File: src/rtl/seqc_pkg.sv
package seqc_pkg;

    // Default width of a state value and of a table word.
    localparam int unsigned SEQC_STATE_W = 3;

    // Number of table entries for a given state width.
    function automatic int unsigned seqc_depth(input int unsigned w);
        return 32'd1 << w;
    endfunction

endpackage

File: src/rtl/seqc_table.sv
module seqc_table #(
    parameter int unsigned STATE_W = seqc_pkg::SEQC_STATE_W,
    localparam int unsigned DEPTH  = seqc_pkg::seqc_depth(STATE_W)
) (
    input  logic               clk,
    input  logic               we,
    input  logic [STATE_W-1:0] waddr,
    input  logic [STATE_W-1:0] wdata,
    input  logic [STATE_W-1:0] raddr,
    output logic [STATE_W-1:0] rdata
);

    typedef logic [STATE_W-1:0] word_t;

    // Table storage: no reset, so contents persist through a counter reset.
    word_t mem_d [DEPTH];
    word_t mem_q [DEPTH];

    // One write decoder per entry.
    for (genvar e = 0; e < DEPTH; e++) begin : g_entry
        always_comb begin
            mem_d[e] = mem_q[e];
            if (we && (waddr == word_t'(e))) begin
                mem_d[e] = wdata;
            end
        end

        always_ff @(posedge clk) begin
            mem_q[e] <= mem_d[e];
        end
    end

    // Asynchronous read of the registered contents: a write in this cycle
    // is not visible until after the edge.
    always_comb begin
        rdata = mem_q[raddr];
    end

endmodule

File: src/rtl/seqc_state.sv
module seqc_state #(
    parameter int unsigned STATE_W = seqc_pkg::SEQC_STATE_W
) (
    input  logic               clk,
    input  logic               rst,
    input  logic               step_en,
    input  logic [STATE_W-1:0] start_val,
    input  logic [STATE_W-1:0] next_word,
    output logic [STATE_W-1:0] state
);

    typedef struct packed {
        logic [STATE_W-1:0] cur;
    } st_t;

    st_t st_d;
    st_t st_q;

    always_comb begin
        st_d = st_q;
        if (rst) begin
            st_d.cur = start_val;
        end else if (step_en) begin
            st_d.cur = next_word;
        end
    end

    always_ff @(posedge clk) begin
        st_q <= st_d;
    end

    assign state = st_q.cur;

endmodule

File: src/rtl/seq_table_counter.sv
module seq_table_counter #(
    parameter int unsigned STATE_W = seqc_pkg::SEQC_STATE_W
) (
    input  logic               clk,
    input  logic               rst,
    input  logic               step_en,
    input  logic [STATE_W-1:0] start_val,
    input  logic               tbl_we,
    input  logic [STATE_W-1:0] tbl_waddr,
    input  logic [STATE_W-1:0] tbl_wdata,
    output logic [STATE_W-1:0] state_out
);

    logic [STATE_W-1:0] cur_state;
    logic [STATE_W-1:0] nxt_word;

    // the present state is the table's read address.
    seqc_table #(.STATE_W(STATE_W)) u_tab (
        .clk   (clk),
        .we    (tbl_we),
        .waddr (tbl_waddr),
        .wdata (tbl_wdata),
        .raddr (cur_state),
        .rdata (nxt_word)
    );

    seqc_state #(.STATE_W(STATE_W)) u_st (
        .clk       (clk),
        .rst       (rst),
        .step_en   (step_en),
        .start_val (start_val),
        .next_word (nxt_word),
        .state     (cur_state)
    );

    assign state_out = cur_state;

endmodule

File: config.mk
export PLATFORM = sky130hd
export DESIGN_NAME = seq_table_counter
export DESIGN_NICKNAME = d
export VERILOG_FILES = /design/src/rtl/seqc_pkg.sv /design/src/rtl/seqc_table.sv /design/src/rtl/seqc_state.sv /design/src/rtl/seq_table_counter.sv
export SDC_FILE = /design/constraint.sdc
export NUM_CORES = 1
export LEC_CHECK = 0
export BUFFER_PORTS_ARGS = -buffer_cell sky130_fd_sc_hd__buf_2
export CAP_MARGIN = 20
export CELL_PAD_IN_SITES_DETAIL_PLACEMENT = 1
export CELL_PAD_IN_SITES_GLOBAL_PLACEMENT = 1
export CORE_MARGIN = 2
export CORE_UTILIZATION = 53
export CTS_BUF_LIST = sky130_fd_sc_hd__clkbuf_8
export DETAILED_ROUTE_END_ITERATION = 8
export PLACE_DENSITY_LB_ADDON = 0.1
export SETUP_SLACK_MARGIN = 0.15
export SLEW_MARGIN = 20
export SYNTH_ARGS = -nofsm -noshare
export SYNTH_HDL_FRONTEND = slang
export SYNTH_SLANG_ARGS = --single-unit
File: constraint.sdc
create_clock -name clk -period 4.1 [get_ports clk]
set_input_delay 0.41 -clock clk [delete_from_list [all_inputs] [get_ports clk]]
set_output_delay 0.41 -clock clk [all_outputs]
set_load 0.02 [all_outputs]
==> out/qor.yml <==
die:
  start_util: 0.559
  num_rows: 17
  io_pins: 16
  dieArea_um2: 2740
  die_w_um: 52.3
  die_height_um: 52.3
  core-area_um2: 2210
setup_path:
  crit_required_ns: 4.23
  crit_path_end_kind: "flop"
  path_max_fanout: 12
  startpoint_type: "flop"
  critPathKind: "flop to flop"
  cp.arrival_ns: 1.83
finish:
  ff_latch_area_um2: 871
  drive_gt1_frac: 0.260
  design_area_um2: 1410
  final_cells: 128
  fill_cells: 219
  final_common_cell: "edfxtp_1"
  nets: 112
  final_cell_mix: "edfxtp_1 (27), buf_2 (15), mux2i_1 (12)"
  antenna-diode-count: 0
  multiInputGateArea_um2: 352
  syn_to_final_growth_pct: 14.3
sta:
  max_slew_margin: 0.568
  tightest_slew_ns: 0.647
  fin_tns_setup_ns: 0
  hold_violations: 0
  setup_viol: 0
  hold-worst-slack_ns: 0.418
  fin_skew_ns: 0.00392
  period_share: 0.414
  max_clock_freq_mhz: 590
  slew_violations: 0
  final.min_clock_period_ns: 1.70
  fin_ws_ns: 2.40
  rsz0062_at_grt: "false"
global_route:
  met3_usage: 0.0714
  grt_pass1_wl_mm: 3.22
  grt_max_degree: 13
  grt_pass1_vias: 701
  grt_use_total: 0.177
  top_usage_layer: "met2"
  antenna_found_initial: 0
  grt_overflow: 0
  grt_util_met1: 0.198
  met2_usage: 0.302
route:
  routedWlPerCell_um: 16.0
  drc_errors: 0
  drtIter0Drc: 7
  drt_wl_total_mm: 2.05
  drtAntennaViolNets: 0
  viasPerCell: 5.38
  firstDrtPassIters: 4
  vias: 688
placed_design:
  dp.cells: 120
  place_area_um2: 1330
  gp_congestion: 0.711
  dp_hpwl_mm: 1.53
  dpl_worst_slack_ns: 2.42
  port_buffers: 15
clock_network:
  clk_path_buf_depth: 2
  root_buffer: "clkbuf_8"
  h-tree-depth: 2
  clkSlewWorstSetupHoldPaths_ns: 0.06
  cts_tree: "yes"
  hold_buffers: 0
  cts_setup_buffers: 0
  cts_buffers: 5
  clk_latency_ns: 0.27
  post_cts_resized: 0
  cts.sinks: 30
worst_hold_path:
  min_path_type: "input port to flop"
yosys:
  ys_warn_count: 0
  synth_cells: 79
  avgSynthCellArea_um2: 15.7
  synth.ff_latch_count: 30
  synth_nets: 92
  synth_edf_count: 27
  synthArstFlopShare: 0
  synth_area_um2: 1240
  seq_area_frac_synth: 0.704
  ys.flop_type: "edfxtp_1"
  synthDistinctLibCells: 20
power_and_ir_drop:
  p_per_area_nw_per_um2: 456
  ir_worst_vdd_mv: 0.415
  leakagePower_nw: 0.528
status:
  outcome: "complete, no violations"
flow_run:
  cap_viol_max_count: 0
-- stage by stage --
| stage | total power (W) | util |
|---|---|---|
| floorplan | 0.000415 | - |
| global placement | 0.000434 | 0.602 |
| detailed placement | 0.000436 | 0.602 |
| CTS | 0.000651 | 0.639 |
| global route | 0.000670 | 0.639 |
| finish | 0.000645 | 0.639 |
-- worst paths after layout --
path	cells past startpoint	start	slack (ns)	end
worst max-delay path	3	flop	2.40	u_st.state[0]
worst min register to register	2	u_st.state[1]	0.56	flop
worst min-delay path	3	start_val[1]	0.42	flop
worst max register to register	3	flop	2.40	u_st.state[0]
-- cell type report --
class / instances / share of cell area
repair buffers: 15 / 0.0531
clock inverters: 3 / 0.00885
clock buffers: 5 / 0.0487
flip-flops and latches: 30 / 0.616
well taps: 28 / 0.0248
multi-input cells: 47 / 0.249
-- worst max-delay path, stage by stage (launching register included) --
cell     delay (ns)
dfxtp_1        0.73
mux2i_1        0.20
mux4_2         0.50
o21ai_1        0.12
-- metal layers --
metal  wire length [um]  up-vias
met5                  0        -
met2               1020       21
met1                907      321
met4                 22        0
met3                103        4
li1                   -      342
-- kinds of logic after synthesis --
| logic type | count (synthesis) | synth area share |
|---|---|---|
| flip-flops | 30 | 0.704 |
| AND/OR/NAND/NOR | 24 | 0.0940 |
| multiplexers | 14 | 0.133 |
| AO/OA/AOI/OAI | 9 | 0.0566 |
| buffers and inverters | 2 | 0.0121 |
-- synthesized netlist by cell type (2+ instances only) --
cell	n	area, um^2
edfxtp_1	27	811
mux2i_1	12	120
nor2_1	7	26.3
nand2_1	6	22.5
dfxtp_1	3	60.1
nand2b_1	3	18.8
o21bai_1	3	22.5
a22oi_2	2	25.0
mux4_2	2	45.0
nand3b_1	2	15.0
nor3_1	2	10.0
o21ai_1	2	10.0
-- where the power goes --
group	total, W	internal [W]	switching (W)
Sequential	0.000366	0.000351	0.0000152
Clock	0.000216	0.000114	0.000102
Combinational	0.0000630	0.0000320	0.0000310
-- sequential cells by signal, summed over array words and instances (netlist names), named ones only --
signal,cells
u_tab.mem_q,24
u_st.state,3
(Power assumes the default switching activity.)
